===== src/rtl/dma_prog_pkg.sv =====
package dma_prog_pkg;
  localparam int unsigned NUM_CH = 4;
  localparam int unsigned CH_W   = 2;
  localparam int unsigned DW     = 8;
  localparam int unsigned AW     = 4;
  localparam int unsigned REG_W  = 2 * DW;
  localparam int unsigned MODE_W = DW - CH_W;
  localparam int unsigned REQ_LSB = DW - NUM_CH;

  localparam logic [AW-1:0] P_CMD     = 4'd8;
  localparam logic [AW-1:0] P_REQ     = 4'd9;
  localparam logic [AW-1:0] P_MASK1   = 4'd10;
  localparam logic [AW-1:0] P_MODE    = 4'd11;
  localparam logic [AW-1:0] P_CLRPTR  = 4'd12;
  localparam logic [AW-1:0] P_MCLR    = 4'd13;
  localparam logic [AW-1:0] P_CLRMASK = 4'd14;
  localparam logic [AW-1:0] P_MASKALL = 4'd15;

  // bit in a single-channel write that sets (1) or clears (0)
  localparam int unsigned SET_BIT = 2;
endpackage


===== src/rtl/dma_byte_ptr.sv =====
module dma_byte_ptr (
  input  logic clk_i,
  input  logic rst_ni,
  input  logic clr_i,
  input  logic step_i,
  output logic hi_o
);
  always_ff @(posedge clk_i or negedge rst_ni) begin
    if (!rst_ni)      hi_o <= 1'b0;
    else if (clr_i)   hi_o <= 1'b0;
    else if (step_i)  hi_o <= ~hi_o;
  end
endmodule


===== src/rtl/dma_chan_regs.sv =====
module dma_chan_regs
  import dma_prog_pkg::*;
(
  input  logic              clk_i,
  input  logic              rst_ni,
  input  logic              hi_i,
  input  logic              wr_addr_i,
  input  logic              wr_cnt_i,
  input  logic [DW-1:0]     wdata_i,
  input  logic              mode_wr_i,
  input  logic              upd_i,
  input  logic [REG_W-1:0]  upd_addr_i,
  input  logic [REG_W-1:0]  upd_cnt_i,
  output logic [REG_W-1:0]  base_addr_o,
  output logic [REG_W-1:0]  cur_addr_o,
  output logic [REG_W-1:0]  base_cnt_o,
  output logic [REG_W-1:0]  cur_cnt_o,
  output logic [MODE_W-1:0] mode_o
);
  logic [REG_W-1:0] addr_new, cnt_new;

  // byte merge of host data into the base copy
  always_comb begin
    addr_new = base_addr_o;
    cnt_new  = base_cnt_o;
    if (hi_i) begin
      addr_new[REG_W-1:DW] = wdata_i;
      cnt_new[REG_W-1:DW]  = wdata_i;
    end else begin
      addr_new[DW-1:0] = wdata_i;
      cnt_new[DW-1:0]  = wdata_i;
    end
  end

  always_ff @(posedge clk_i or negedge rst_ni) begin
    if (!rst_ni) begin
      base_addr_o <= '0;
      cur_addr_o  <= '0;
      base_cnt_o  <= '0;
      cur_cnt_o   <= '0;
    end else begin
      if (wr_addr_i) begin
        base_addr_o <= addr_new;
        cur_addr_o  <= addr_new;
      end else if (upd_i) begin
        cur_addr_o  <= upd_addr_i;
      end
      if (wr_cnt_i) begin
        base_cnt_o <= cnt_new;
        cur_cnt_o  <= cnt_new;
      end else if (upd_i) begin
        cur_cnt_o  <= upd_cnt_i;
      end
    end
  end

  always_ff @(posedge clk_i or negedge rst_ni) begin
    if (!rst_ni)        mode_o <= '0;
    else if (mode_wr_i) mode_o <= wdata_i[DW-1:CH_W];
  end
endmodule


===== src/rtl/dma_ctrl_regs.sv =====
module dma_ctrl_regs
  import dma_prog_pkg::*;
(
  input  logic              clk_i,
  input  logic              rst_ni,
  input  logic [DW-1:0]     wdata_i,
  input  logic              cmd_wr_i,
  input  logic              req_wr_i,
  input  logic              mask1_wr_i,
  input  logic              mclr_i,
  input  logic              clrmask_i,
  input  logic              maskall_i,
  output logic [DW-1:0]     cmd_o,
  output logic [NUM_CH-1:0] mask_o,
  output logic [NUM_CH-1:0] req_o
);
  logic [CH_W-1:0] ch_sel;
  logic            set_bit;
  assign ch_sel  = wdata_i[CH_W-1:0];
  assign set_bit = wdata_i[SET_BIT];

  always_ff @(posedge clk_i or negedge rst_ni) begin
    if (!rst_ni)       cmd_o <= '0;
    else if (mclr_i)   cmd_o <= '0;
    else if (cmd_wr_i) cmd_o <= wdata_i;
  end

  always_ff @(posedge clk_i or negedge rst_ni) begin
    if (!rst_ni)                 mask_o <= '1;
    else if (mclr_i)             mask_o <= '1;
    else if (clrmask_i)          mask_o <= '0;
    else if (maskall_i)          mask_o <= wdata_i[NUM_CH-1:0];
    else if (mask1_wr_i)         mask_o[ch_sel] <= set_bit;
  end

  always_ff @(posedge clk_i or negedge rst_ni) begin
    if (!rst_ni)       req_o <= '0;
    else if (mclr_i)   req_o <= '0;
    else if (req_wr_i) req_o[ch_sel] <= set_bit;
  end
endmodule


===== src/rtl/dma_prog_regs.sv =====
module dma_prog_regs
  import dma_prog_pkg::*;
(
  input  logic                     clk_i,
  input  logic                     rst_ni,
  input  logic [AW-1:0]            addr_i,
  input  logic [DW-1:0]            wdata_i,
  input  logic                     wr_i,
  input  logic                     rd_i,
  output logic [DW-1:0]            rdata_o,
  output logic [DW-1:0]            cmd_o,
  output logic [NUM_CH-1:0]        mask_o,
  output logic [NUM_CH-1:0]        sw_req_o,
  output logic [NUM_CH*MODE_W-1:0] mode_o,
  output logic [NUM_CH*REG_W-1:0]  base_addr_o,
  output logic [NUM_CH*REG_W-1:0]  cur_addr_o,
  output logic [NUM_CH*REG_W-1:0]  base_cnt_o,
  output logic [NUM_CH*REG_W-1:0]  cur_cnt_o,
  input  logic [NUM_CH-1:0]        upd_en_i,
  input  logic [REG_W-1:0]         upd_addr_i,
  input  logic [REG_W-1:0]         upd_cnt_i
);
  logic            chan_port;
  logic [CH_W-1:0] port_ch;
  logic            port_is_cnt;
  logic            byte_hi;
  logic            mclr;

  assign chan_port   = ~addr_i[AW-1];
  assign port_ch     = addr_i[CH_W:1];
  assign port_is_cnt = addr_i[0];
  assign mclr        = wr_i && (addr_i == P_MCLR);

  dma_byte_ptr u_ptr (
    .clk_i  (clk_i),
    .rst_ni (rst_ni),
    .clr_i  (mclr || (wr_i && (addr_i == P_CLRPTR))),
    .step_i ((wr_i || rd_i) && chan_port),
    .hi_o   (byte_hi)
  );

  dma_ctrl_regs u_ctrl (
    .clk_i      (clk_i),
    .rst_ni     (rst_ni),
    .wdata_i    (wdata_i),
    .cmd_wr_i   (wr_i && (addr_i == P_CMD)),
    .req_wr_i   (wr_i && (addr_i == P_REQ)),
    .mask1_wr_i (wr_i && (addr_i == P_MASK1)),
    .mclr_i     (mclr),
    .clrmask_i  (wr_i && (addr_i == P_CLRMASK)),
    .maskall_i  (wr_i && (addr_i == P_MASKALL)),
    .cmd_o      (cmd_o),
    .mask_o     (mask_o),
    .req_o      (sw_req_o)
  );

  logic [REG_W-1:0] cur_addr_a [NUM_CH];
  logic [REG_W-1:0] cur_cnt_a  [NUM_CH];

  for (genvar c = 0; c < NUM_CH; c++) begin : g_ch
    logic sel;
    assign sel = wr_i && chan_port && (port_ch == CH_W'(c));
    dma_chan_regs u_chan (
      .clk_i       (clk_i),
      .rst_ni      (rst_ni),
      .hi_i        (byte_hi),
      .wr_addr_i   (sel && !port_is_cnt),
      .wr_cnt_i    (sel && port_is_cnt),
      .wdata_i     (wdata_i),
      .mode_wr_i   (wr_i && (addr_i == P_MODE) && (wdata_i[CH_W-1:0] == CH_W'(c))),
      .upd_i       (upd_en_i[c]),
      .upd_addr_i  (upd_addr_i),
      .upd_cnt_i   (upd_cnt_i),
      .base_addr_o (base_addr_o[c*REG_W +: REG_W]),
      .cur_addr_o  (cur_addr_o[c*REG_W +: REG_W]),
      .base_cnt_o  (base_cnt_o[c*REG_W +: REG_W]),
      .cur_cnt_o   (cur_cnt_o[c*REG_W +: REG_W]),
      .mode_o      (mode_o[c*MODE_W +: MODE_W])
    );
    assign cur_addr_a[c] = cur_addr_o[c*REG_W +: REG_W];
    assign cur_cnt_a[c]  = cur_cnt_o[c*REG_W +: REG_W];
  end

  logic [REG_W-1:0] rd_word;
  always_comb begin
    rd_word = port_is_cnt ? cur_cnt_a[port_ch] : cur_addr_a[port_ch];
    if (chan_port)
      rdata_o = byte_hi ? rd_word[REG_W-1:DW] : rd_word[DW-1:0];
    else if (addr_i == P_CMD)
      rdata_o = {sw_req_o, {REQ_LSB{1'b0}}};
    else
      rdata_o = '0;
  end
endmodule


===== config.mk =====
export PLATFORM = sky130hd
export DESIGN_NAME = dma_prog_regs
export DESIGN_NICKNAME = d
export VERILOG_FILES = /design/src/rtl/dma_prog_pkg.sv /design/src/rtl/dma_byte_ptr.sv /design/src/rtl/dma_chan_regs.sv /design/src/rtl/dma_ctrl_regs.sv /design/src/rtl/dma_prog_regs.sv
export SDC_FILE = /design/constraint.sdc
export NUM_CORES = 1
export LEC_CHECK = 0
export ABC_AREA = 0
export BUFFER_PORTS_ARGS = -buffer_cell sky130_fd_sc_hd__buf_2
export CAP_MARGIN = 20
export CORE_ASPECT_RATIO = 1.1
export CORE_MARGIN = 1.5
export CORE_UTILIZATION = 35
export DETAILED_ROUTE_END_ITERATION = 8
export GPL_TIMING_DRIVEN = 0
export HOLD_SLACK_MARGIN = 0.1
export PLACE_DENSITY = 0.65
export SLEW_MARGIN = 15
export SYNTH_ARGS = -nofsm -noshare
export SYNTH_HDL_FRONTEND = slang
export SYNTH_SLANG_ARGS = --single-unit

===== constraint.sdc =====
create_clock -name clk_i -period 1.4 [get_ports clk_i]
set_input_delay 0.07 -clock clk_i [delete_from_list [all_inputs] [get_ports clk_i]]
set_output_delay 0.07 -clock clk_i [all_outputs]
set_load 0.01 [all_outputs]

Yosys cells after proc, flatten, opt, wreduce, memory -nomap -nowiden. Index checks and enable logic that the tools add are counted.

$lt $le $gt $ge: 3. Reductions and logical operators: 44. Mux-type cells: 56. Bitwise logic cells: 3. Equal/unequal tests: 14.

Operator list (count): $mux 16 (21); $mux 8 (21); $bmux 16 s2 (2); $eq 4x4->1 const B (8); $logic_and 1x1->1 (27); $mux 4 (6); $reduce_bool 2->1 (11); $bwmux 4 (2); $eq 2x2->1 const B (4); $eq 2x1->1 const B (2); $logic_not 2->1 (2); $reduce_bool 4->1 (1); $ge 3x3->1 const B (1); $lt 2x3->1 const B (1); $mux 1 (3); $not 2->3 (1); $demux 1 s2 (1); $ge 2x1->1 const B (1); $logic_or 1x1->1 (2); $not 1->1 (2); $logic_not 1->1 (1).

Output and inout port bits: 304. Bits of input ports: 52. Word-level logic and storage cells: 144. Register bits after elaboration: 297.

Longest topological paths before layout. Gate-level depths: netlist (run 1).

Word-level depth: 9. Mapped depth: 8.

Cells and area by module. From an unflattened synthesis (run 1), not the netlist that was laid out.

Cell total of the unflattened synthesis: 1128. Area, all modules: 15625.0 um^2.

By module, submodules not included: dma_chan_regs (cells each 229, times used 4, area an instance 3380.7 um^2); dma_prog_regs (cells each 137, times used 1, area an instance 1258.7 um^2); dma_ctrl_regs (cells each 72, times used 1, area an instance 805.8 um^2); dma_byte_ptr (cells each 3, times used 1, area an instance 37.5 um^2).

Worst setup path before layout (run 1). No wires, ideal clock.

Path kind: flip-flop to output port. From: register u_ptr.hi_o. To: output port rdata_o[0]. Cell stages (with the launch flop): 7. Data arrival time: 1.419 ns. Path buffers: 3. Slack: -0.089 ns. Path through: dfrtp_1 -> buf_2 -> buf_4 -> inv_2 -> buf_2 -> mux2i_1 -> o22ai_1.

Cells in the longest elaborated chain, start to end: 2.

Ends and longest elaborated chain: start: declaration (line dma_byte_ptr.sv:6) `output logic hi_o`; start signal: assignment (line dma_byte_ptr.sv:11) `else if (step_i) hi_o <= ~hi_o;`; $mux 8 (line dma_prog_regs.sv:88) `rdata_o = byte_hi ? rd_word[REG_W-1:DW] : rd_word[DW-1:0];`; $mux 8 (line dma_prog_regs.sv:87) `if (chan_port)`; end: declaration (line dma_prog_regs.sv:10) `output logic [DW-1:0] rdata_o,`.

Every way passes these cells.

Final worst setup path (run 1).
From: register g_ch[3].u_chan.cur_cnt_o[7]. To: output port rdata_o[7].

Cells in the longest elaborated chain, start to end: 6.

Ends and longest elaborated chain: start: declaration (line dma_chan_regs.sv:17) `output logic [REG_W-1:0] cur_cnt_o,`; start signal: assignment (line dma_chan_regs.sv:50) `cur_cnt_o <= cnt_new;`; start signal: assignment (line dma_chan_regs.sv:52) `cur_cnt_o <= upd_cnt_i;`; $bmux 16 s2 (line dma_prog_regs.sv:86) `rd_word = port_is_cnt ? cur_cnt_a[port_ch] : cur_addr_a[port_ch];`; $mux 16 (implied by the code) (2 in series) (line dma_prog_regs.sv:86); $mux 16 (line dma_prog_regs.sv:86); $mux 8 (line dma_prog_regs.sv:88); $mux 8 (line dma_prog_regs.sv:87).

Every way passes these cells. The select of a mux whose other input is x is not followed.

==> summary.md, run 1 <==
| Metric | Value |
|---|---|
| Num ports | `356` |
| TritonCTS buffer count | `34` |
| Util after Layout | `51.89%` |
| Pin count of the biggest net entering global routing | `97` |
| Max Freq | `about 430 MHz` |
| Min cycle time layout | `2300 ps` |
| GRT Max-Usage Layer | `met2` |
| Fin area | `0.02147 mm^2` |
| Slew margin rel. | `19.21%` |
| All-Layer GR Usage | `30.39%` |
| Syn-to-layout area delta | `45.62%` |
| DRT Pass-1 Iters | `5` |
| Worst-Margin Slew | `1212 ps` |
| Power Dens Cells | `around 1400 mW/mm^2` |
| Reg-to-reg startpoint | `u_ptr.hi_o` |
| Max clock buf depth | `3` |
| Routed vias/inst | `5.833` |
| Initial antenna violation count | `5` |
| Comb pwr share | `32.5%` |
| Int Pwr | `19.94 mW` |
| Die Y | `approximately 220 um` |
| Setup violations, final | `178` |
| DRT iter0 DRCs | `1149` |
| Number of flops mapped to enable cells by yosys | `0` |
| Reg2Reg Setup Slack | `-340 ps` |
| Clock group share of total power | `28.8%` |
| CP max stage cell | `mux4_2` |
| Most common cell after layout, fill and taps aside | `buf_2` |
| Max-slew violations | `0` |
| WL final | `68180 um` |
| Clock skew | `16.66 ps` |
| Layout cells sized above 1 | `between 40 and 50%` |
| Mapped Cells | `1260` |
| Slowest stage delay, CP | `roughly 540 ps` |
| Grt total ovfl | `0` |
| Sw Ratio | `34.79%` |
| Critical Path Source | `g_ch[3].u_chan.cur_cnt_o[7]` |
| Switching power | `10.64 mW` |
| Most frequent cells in the layout | `buf_2, dfrtp_1, mux2i_1, mux2_4, a21oi_1` |
| Pleak | `slightly below 10 nW` |
| RePlAce Congestion | `0.9588` |
| DR vias | `13700` |
| Starting Density | `35.63%` |
| Maximum vdd ir drop | `0.9275 mV` |
| Number of global-route vias before repair | `between 10000 and 15000` |
| Setup ws final | `-899.6 ps` |
| Fin crit share | `164.3%` |
| Root Buffer | `clkbuf_16` |
| Failing checks | `setup timing` |
| Fin. Hold Viols | `0` |
| Met1 Use GR | `a little under two fifths` |
| Post-Syn Nets | `roughly 1300` |
| Port buffer count | `352` |
| Max cap viols | `0` |
| Ys async rst share | `100.0%` |
| Startpoint types | `flip-flop` |
| Core area | `0.04138 mm^2` |
| Post-DP Area | `~0.017 mm^2` |
| Die X-Extent | `198.7 um` |
| Critical path class | `reg -> out` |
| Row count | `slightly below 80` |
| Antenna Violating Nets Remaining | `0` |
| Seq/Total Area, Yosys | `50.44%` |
| Drc violations | `0` |
| Ys flop type | `dfrtp_1` |
| RR Endpoint | `g_ch[0].u_chan.cur_addr_o[10]` |
| CP endpoint kind | `output pin` |
| First-pass GRT wire length | `between 90000 and 100000 um` |
| RSZ-0062 raised after global routing | `true` |
| Final nets | `1814` |
| Worst Path Required | `1330 ps` |
| YS warnings | `0` |
| Avg Inst Size Synth | `11.70 um^2` |
| Reg2Reg Depth | `8` |
| Drt wl/cell | `approximately 29 um` |
| Area of the die | `0.04337 mm^2` |
| Worst Hold Class | `in -> async` |
| Clk sink count | `between 200 and 300` |
| Cell variety after synth | `between 50 and 60` |
| Final HPWL DP | `48400 um` |
| GR Util met2 | `46.74%` |
| Met3 Use GR | `9.815%` |
| Status | `finished with violations` |
| Yosys reg bits | `297` |
| Post-CTS Hold Fix Bufs | `41` |
| CTS tree | `built` |
| Worst endpoint data arrival time | `2230 ps` |
| Worst-path clk slew | `60 ps` |
| Crit-path cells | `mux4_2 -> mux2i_4 -> nor3_2 -> a221o_1 -> buf_2` |
| Sequential share of power | `38.7%` |
| Synthesized cell area | `0.01474 mm^2` |
| H-tree Lvls | `2` |
| CP max FO | `2` |
| Place WS | `-850.4 ps` |
| Worst skew pair latency | `530 ps` |
==> worst max-delay path: cells and delay by family (launching register included) <==
kind / cells / cell delay, ps
compound gates: 1 / 340
mux: 2 / 770
simple gates: 1 / 60
flops: 1 / 380
buf+inv: 1 / 170
==> area by class of cell <==
class | instances | area (um^2)
tap | 560 | 700.7
multi-input combinational | 849 | 8120
clock inverter | 6 | 63.81
antenna | 5 | 12.51
clock buffer | 51 | 1006
timing repair buffer | 474 | 3312
fill | 3698 | 19910
buffer | 101 | 785.8
inverter | 5 | 31.28
sequential | 297 | 7438
==> cells by family after synthesis <==
group	count (synthesis)	synth area share, %
compound gates	324	14.29
flops	297	50.44
simple gates	264	10.51
mux	261	20.69
buf+inv	114	4.065
==> flip-flops by register name, summed over array words and instances (netlist names) <==
signal and cells:
g_ch.u_chan.base_addr_o 64, g_ch.u_chan.base_cnt_o 64, g_ch.u_chan.cur_addr_o 64, g_ch.u_chan.cur_cnt_o 64
g_ch.u_chan.mode_o 24, u_ctrl.cmd_o 8, u_ctrl.mask_o 4, u_ctrl.req_o 4
u_ptr.hi_o 1
==> what timing repair did <==
item | CTS | global route
endpoints found under the setup margin | 274 | 350
buffers inserted | 38 | 34
endpoints found under the hold margin | 257 | 38
gates resized for setup | 260 | 160
pin swaps | 49 | 40
cloned | 6 | 4
==> worst max-delay path by stage <==
stage | cells after the start | to
floorplan | 4 | rdata_o[5]
finish | 5 | rdata_o[7]
global placement | 1 | g_ch[3].u_chan.base_cnt_o[10]
global route | 5 | rdata_o[7]
CTS | 5 | rdata_o[7]
detailed placement | 5 | g_ch[3].u_chan.mode_o[0]
==> routing by layer <==
layer,vias to the layer above,part of all wire (%)
met2,761,45
met5,-,0.019
met3,183,10
met4,2,5.6
met1,7081,39
li1,5670,-
==> power groups by stage <==
| stage | Combinational [mW] | Sequential, mW | Clock [mW] |
|---|---|---|---|
| detailed placement | 7.28 | 11.7 | 0 |
| CTS | 8.90 | 11.7 | 8.82 |
| global route | 10.4 | 12.0 | 9.20 |
| global placement | 7.17 | 11.6 | 0 |
| finish | 9.94 | 11.8 | 8.81 |
| floorplan | 2.98 | 12.1 | 0 |
==> synthesized netlist by cell type (9+ instances only) <==
| cell | number | share of area (%) |
|---|---|---|
| buf_2 | 35 | 1.2 |
| mux2i_1 | 112 | 7.6 |
| nand2_1 | 80 | 2.0 |
| a211oi_1 | 129 | 6.6 |
| dfrtp_1 | 293 | 50 |
| nor2_1 | 45 | 1.1 |
| buf_6 | 9 | 0.69 |
| a31oi_1 | 63 | 2.7 |
| nor2_4 | 9 | 0.69 |
| mux2_2 | 121 | 9.2 |
| a21oi_1 | 95 | 3.2 |
| nor2b_1 | 61 | 2.6 |
| buf_4 | 16 | 0.81 |
| mux4_2 | 21 | 3.2 |
| clkbuf_1 | 49 | 1.2 |
| nand3_1 | 13 | 0.44 |
==> metrics by stage <==
stage / setup TNS [ps] / hold WS [ps] / power (mW) / instances
2_1_floorplan: -38.96 / -225.6 / 15.06 / 1260
3_3_place_gp: -1706040 / 375.9 / 18.80 / 2172
3_5_place_dp: -126760 / -35.02 / 18.99 / 2175
4_1_cts: -29470 / 20.80 / 29.39 / 2316
5_1_grt: -42370 / 50.71 / 31.61 / 2346
6_report: -34390 / 14.42 / 30.57 / 2348
No activity file was read; power rests on OpenSTA's default activity.
==> run 2: changes to the inputs <==
--- a/config.mk
+++ b/config.mk
@@ -8,13 +8,17 @@
 export ABC_AREA = 0
 export BUFFER_PORTS_ARGS = -buffer_cell sky130_fd_sc_hd__buf_2
 export CAP_MARGIN = 20
+export CELL_PAD_IN_SITES_DETAIL_PLACEMENT = 1
+export CELL_PAD_IN_SITES_GLOBAL_PLACEMENT = 1
 export CORE_ASPECT_RATIO = 1.1
 export CORE_MARGIN = 1.5
 export CORE_UTILIZATION = 35
 export DETAILED_ROUTE_END_ITERATION = 8
 export GPL_TIMING_DRIVEN = 0
 export HOLD_SLACK_MARGIN = 0.1
-export PLACE_DENSITY = 0.65
+export PLACE_DENSITY = 0.78
+export SETUP_SLACK_MARGIN = 0.5
+export SKIP_CTS_REPAIR_TIMING = 1
 export SLEW_MARGIN = 15
 export SYNTH_ARGS = -nofsm -noshare
 export SYNTH_HDL_FRONTEND = slang
==> run 2 against run 1 <==
Net effect: the run ends with hold timing, setup timing left; wire length grew 8.8%; design area is 2.3% higher; cell count fell by 0.13%; setup slack got worse by 61 ps; clock power increased by 4.0%; critical path depth unchanged; clock-buffer cell count is 1 higher; combinational power up 5%; critical endpoint is now rdata_o[5]; sequential share of layout area shrank 0.78 points.
==> summary.md, run 2 (synthesis gave the netlist of run 1 again) <==
| Metric | Value |
|---|---|
| Reg2Reg Depth | `12 (was 8)` |
| Core area | `0.04138 mm^2 (unchanged)` |
| TritonCTS buffer count | `35 (was 34)` |
| Final nets | `1812 (was 1814)` |
| Min cycle time layout | `2361 ps (was 2300 ps)` |
| Setup violations, final | `259 (was 178)` |
| Power Dens Cells | `1440 mW/mm^2 (was 1424 mW/mm^2)` |
| Max clock buf depth | `3 (unchanged)` |
| Fillers | `4403 (was 3698)` |
| Layout cells sized above 1 | `52.24% (was 49.41%)` |
| CP max FO | `3 (was 2)` |
| Slew margin rel. | `20.31% (was 19.21%)` |
| Antenna Violating Nets Remaining | `0 (unchanged)` |
| FF+latch area | `0.007441 mm^2 (was 0.007438 mm^2)` |
| Die Y | `218.3 um (unchanged)` |
| WL final | `74190 um (was 68180 um)` |
| Drt wl/cell | `31.64 um (was 29.04 um)` |
| All-Layer GR Usage | `31.51% (was 30.39%)` |
| TNS Setup | `-116680 ps (was -34390 ps)` |
| Pin count of the biggest net entering global routing | `107 (was 97)` |
| Starting Density | `35.63% (unchanged)` |
| Worst endpoint data arrival time | `2290 ps (was 2230 ps)` |
| RSZ-0062 raised after global routing | `true (unchanged)` |
| Critical path class | `reg -> out (unchanged)` |
| RePlAce Congestion | `0.9272 (was 0.9588)` |
| Die X-Extent | `198.7 um (unchanged)` |
| Num ports | `356 (unchanged)` |
| DRT Pass-1 Iters | `5 (unchanged)` |
| Placed instance count | `2175 (unchanged)` |
| Max-slew violations | `0 (unchanged)` |
| First-pass GRT wire length | `97830 um (was 95120 um)` |
| Worst Path Required | `1330 ps (about the same)` |
| Root Buffer | `clkbuf_16 (unchanged)` |
| Number of global-route vias before repair | `13790 (was 13900)` |
| Max Freq | `423.6 MHz (was 434.9 MHz)` |
| Worst-path clk slew | `60 ps (about the same)` |
| Fin crit share | `168.6% (was 164.3%)` |
| Maximum vdd ir drop | `0.8804 mV (was 0.9275 mV)` |
| Setup ws final | `-960.7 ps (was -899.6 ps)` |
| Total Power | `31.64 mW (was 30.57 mW)` |
| DR vias | `13940 (was 13700)` |
| Clk sink count | `297 (unchanged)` |
| Port buffer count | `352 (unchanged)` |
| Syn-to-layout area delta | `49.04% (was 45.62%)` |
| Fin. Hold Viols | `218 (was 0)` |
| Multi-input combinational cell area | `0.008468 mm^2 (was 0.008120 mm^2)` |
| Final HPWL DP | `52230 um (was 48400 um)` |
| Initial antenna violation count | `1 (was 5)` |
| Routed vias/inst | `5.943 (was 5.833)` |
| CP endpoint kind | `output pin (unchanged)` |
| Grt total ovfl | `0 (unchanged)` |
| Row count | `78 (unchanged)` |
| Hold slack | `-574.8 ps (was 14.42 ps)` |
| Failing checks | `hold timing, setup timing (was setup timing)` |
| H-tree Lvls | `2 (unchanged)` |
| Most frequent cells in the layout | `buf_2, dfrtp_1, mux2_4, mux2i_1, a21oi_1 (was buf_2, dfrtp_1, mux2i_1, mux2_4, a21oi_1)` |
| Post-Layout Cell Count | `2345 (was 2348)` |
| Drc violations | `0 (unchanged)` |
| Pleak | `10.09 nW (was 9.825 nW)` |
| Most common cell after layout, fill and taps aside | `buf_2 (unchanged)` |
| Startpoint types | `flip-flop (unchanged)` |
| Status | `finished with violations (unchanged)` |
| Clock skew | `16.06 ps (was 16.66 ps)` |
| Max cap viols | `0 (unchanged)` |
| DRT iter0 DRCs | `1017 (was 1149)` |
| Area of the die | `0.04337 mm^2 (unchanged)` |
| CTS tree | `built (unchanged)` |
| Worst-Margin Slew | `1195 ps (was 1212 ps)` |
| Worst Hold Class | `in -> async (unchanged)` |
| Worst skew pair latency | `540 ps (was 530 ps)` |
run 2: layer usage:
layer	up-vias	track usage [%]	routed length, um
met3	171	5.802	5996
met4	0	14.02	3640
met5	-	0	0
met2	787	51.82	35930
li1	5640	-	-
met1	7339	40.36	28620
run 2: layout make-up:
cell class	count	share of cell area [%]
Multi-Input combinational cell	849	38.54
Tap cell	560	3.189
Buffer	109	4.697
Clock buffer	52	4.686
Timing Repair Buffer	463	14.43
Sequential cell	297	33.86
Antenna cell	1	0.01139
Inverter	5	0.2050
Clock inverter	9	0.3815
run 2: final timing paths:
| path | start | endpoint | slack (ps) |
|---|---|---|---|
| worst max register to register | u_ptr.hi_o | g_ch[0].u_chan.base_cnt_o[10] | -810 |
| max in group asynchronous | rst_ni | u_ctrl.mask_o[0] | 810 |
| min in group clk_i | wdata_i[0] | u_ctrl.mask_o[0] | 20 |
| worst max-delay path | g_ch[3].u_chan.cur_cnt_o[5] | rdata_o[5] | -960 |
| worst min register to register | g_ch[2].u_chan.mode_o[1] | g_ch[2].u_chan.mode_o[1] | 500 |
| worst min-delay path | rst_ni | g_ch[1].u_chan.base_addr_o[8] | -570 |
run 2: power breakdown:
part	switching [mW]	total, mW	internal, mW
logic	5.56	10.4	4.84
registers	1.89	12.1	10.2
clock network	3.87	9.16	5.29
run 2: stage by stage:
stage	area, um^2	setup slack (ps)	utilization [%]
floorplan	16060	-19.46	-
global placement	18520	-5356	44.76
detailed placement	18620	-928.1	44.99
CTS	19730	-1084	47.68
global route	21970	-999.6	53.11
finish	21970	-960.7	53.11
run 2: worst max-delay path, cell delays in order (launching register included):
cell     delay, ps
dfrtp_1        430
mux4_2         520
mux2i_4        210
nor3_2          60
a221o_1        360
buf_2          170
==> run 3: changes to the inputs <==
--- a/config.mk
+++ b/config.mk
@@ -19,7 +19,8 @@
 export PLACE_DENSITY = 0.78
 export SETUP_SLACK_MARGIN = 0.5
 export SKIP_CTS_REPAIR_TIMING = 1
-export SLEW_MARGIN = 15
+export SLEW_MARGIN = 40
 export SYNTH_ARGS = -nofsm -noshare
 export SYNTH_HDL_FRONTEND = slang
 export SYNTH_SLANG_ARGS = --single-unit
+export TNS_END_PERCENT = 30
==> run 3 against run 2 <==
Net effect: the flow still finishes with violations (hold timing, setup timing); global-route usage is 0.15 points higher; worst hold slack improved by 24 ps; combinational power is 7% lower; sequential share of layout area grew 0.98 points; design area is 2.9% lower; first-iteration DRC count up 30%; clock power increased by 5.2%; clock skew down 6.2 ps; cell count fell by 0.72%; total power decreased by 0.54%; die area did not move.
==> summary.md, run 3 (synthesis gave the netlist of run 1 again) <==
| Metric | Value |
|---|---|
| Status | `finished with violations (unchanged)` |
| Failing checks | `hold timing, setup timing (unchanged)` |
| All-Layer GR Usage | `31.67% (was 31.51%)` |
| DRT Pass-1 Iters | `5 (unchanged)` |
| RSZ-0062 raised after global routing | `true (unchanged)` |
| WL final | `74240 um (was 74190 um)` |
| Reg2Reg Setup Slack | `-660 ps (was -810 ps)` |
| Port buffer count | `352 (unchanged)` |
| CTS tree | `built (unchanged)` |
| Starting Density | `35.63% (unchanged)` |
| First-pass GRT wire length | `97660 um (was 97830 um)` |
| Die Y | `218.3 um (unchanged)` |
| RePlAce Congestion | `0.9656 (was 0.9272)` |
| Final HPWL DP | `52250 um (was 52230 um)` |
| Die X-Extent | `198.7 um (unchanged)` |
| Worst endpoint data arrival time | `2400 ps (was 2290 ps)` |
| Layout cells sized above 1 | `50.48% (was 52.24%)` |
| DRT iter0 DRCs | `1325 (was 1017)` |
| Most common cell after layout, fill and taps aside | `buf_2 (unchanged)` |
| Setup ws final | `-1066 ps (was -960.7 ps)` |
| Worst Path Required | `1330 ps (about the same)` |
| Root Buffer | `clkbuf_16 (unchanged)` |
| Post-Layout Cell Count | `2328 (was 2345)` |
| Power Dens Cells | `1474 mW/mm^2 (was 1440 mW/mm^2)` |
| Reg2Reg Depth | `11 (was 12)` |
| Num ports | `356 (unchanged)` |
| Hold slack | `-551.0 ps (was -574.8 ps)` |
| Routed vias/inst | `6.055 (was 5.943)` |
| Worst-path clk slew | `60 ps (about the same)` |
| DR vias | `14100 (was 13940)` |
| Drc violations | `0 (unchanged)` |
| Setup violations, final | `248 (was 259)` |
| Clk sink count | `297 (unchanged)` |
| Fin. Hold Viols | `170 (was 218)` |
| Max Freq | `405.5 MHz (was 423.6 MHz)` |
| TritonCTS buffer count | `36 (was 35)` |
| Max clock buf depth | `3 (unchanged)` |
| CP max FO | `3 (unchanged)` |
| Final nets | `1795 (was 1812)` |
| TNS Setup | `-97030 ps (was -116680 ps)` |
| Pleak | `9.769 nW (was 10.09 nW)` |
| Fin crit share | `176.2% (was 168.6%)` |
| Drt wl/cell | `31.89 um (was 31.64 um)` |
| Maximum vdd ir drop | `0.8046 mV (was 0.8804 mV)` |
| Worst-Margin Slew | `1075 ps (was 1195 ps)` |
| Core area | `0.04138 mm^2 (unchanged)` |
| Clock skew | `9.901 ps (was 16.06 ps)` |
| Pin count of the biggest net entering global routing | `73 (was 107)` |
| Antenna Violating Nets Remaining | `0 (unchanged)` |
| Area of the die | `0.04337 mm^2 (unchanged)` |
| Placed instance count | `2177 (was 2175)` |
| Slew margin rel. | `28.35% (was 20.31%)` |
| Number of global-route vias before repair | `13810 (was 13790)` |
| Reg-to-reg startpoint | `u_ptr.hi_o (unchanged)` |
| Initial antenna violation count | `5 (was 1)` |
| Row count | `78 (unchanged)` |
| Critical path class | `reg -> out (unchanged)` |
| Grt total ovfl | `0 (unchanged)` |
| Max cap viols | `0 (unchanged)` |
| Worst skew pair latency | `560 ps (was 540 ps)` |
| Worst Hold Class | `in -> async (unchanged)` |
| Startpoint types | `flip-flop (unchanged)` |
| Syn-to-layout area delta | `44.78% (was 49.04%)` |
| Min cycle time layout | `2466 ps (was 2361 ps)` |
| CP endpoint kind | `output pin (unchanged)` |
| Most frequent cells in the layout | `buf_2, dfrtp_1, mux2i_1, a21oi_1, mux2_2 (was buf_2, dfrtp_1, mux2_4, mux2i_1, a21oi_1)` |
| Max-slew violations | `0 (unchanged)` |
| RR Endpoint | `g_ch[3].u_chan.base_addr_o[8] (was g_ch[0].u_chan.base_cnt_o[10])` |
| H-tree Lvls | `2 (unchanged)` |
-- run 3: power breakdown --
group          total (mW)  internal, mW  switching [mW]  leakage, nW
Combinational        9.72          4.38            5.34         5.55
Sequential           12.1          10.2            1.92         3.63
Clock                9.64          5.66            3.97        0.585
-- run 3: cell type report --
type	instances	area [um^2]
antenna	1	2.502
inverter	5	45.04
buffer	109	1021
timing repair buffer	445	2920
tap	560	700.7
clock buffer	55	1114
clock inverter	7	73.82
sequential	297	7438
multi-input combinational	849	8031
fill	4418	20030
-- run 3: metal layers --
layer | global-route usage [%] | part of all wire [%] | vias to the layer above | wire length, um
met5 | 0 | 0.069 | - | 51
met4 | 15.13 | 5.6 | 8 | 4165
met3 | 6.867 | 8.8 | 241 | 6520
met2 | 51.35 | 47 | 909 | 35260
met1 | 40.09 | 38 | 7310 | 28240
li1 | - | - | 5628 | -
-- run 3: worst max-delay path by stage --
stage                                     endpoint  slack (ps)                     startpoint
final                                   rdata_o[7]       -1070   g_ch[3].u_chan.cur_addr_o[7]
after detailed placement  g_ch[3].u_chan.mode_o[1]        -690                     wdata_i[0]
after CTS                               rdata_o[7]       -1030   g_ch[3].u_chan.cur_addr_o[7]
after global placement    g_ch[2].u_chan.mode_o[3]       -5430                         rst_ni
after floorplan                         rdata_o[5]         -20   g_ch[3].u_chan.cur_addr_o[5]
after global routing                    rdata_o[5]       -1030  g_ch[0].u_chan.cur_addr_o[13]
-- run 3: critical path, stage by stage (launching register included) --
cell	delay (ps)
dfrtp_1	420
mux4_2	560
mux2i_2	210
nor3_1	80
a221o_1	380
buf_2	180
-- run 3: per-stage QoR --
| stage | instance area [um^2] | setup slack (ps) | power, mW | hold WS [ps] | util (%) |
|---|---|---|---|---|---|
| 6_report | 21350 | -1066 | 31.46 | -551.0 | 51.59 |
| 5_1_grt | 21340 | -1032 | 32.32 | -529.8 | 51.58 |
| 4_1_cts | 19170 | -1034 | 29.36 | -554.1 | 46.32 |
| 3_5_place_dp | 17980 | -687.4 | 19.73 | 35.65 | 43.45 |
| 3_3_place_gp | 17830 | -5426 | 19.41 | 376.9 | 43.09 |
| 2_1_floorplan | 15370 | -19.47 | 15.60 | -225.6 | - |
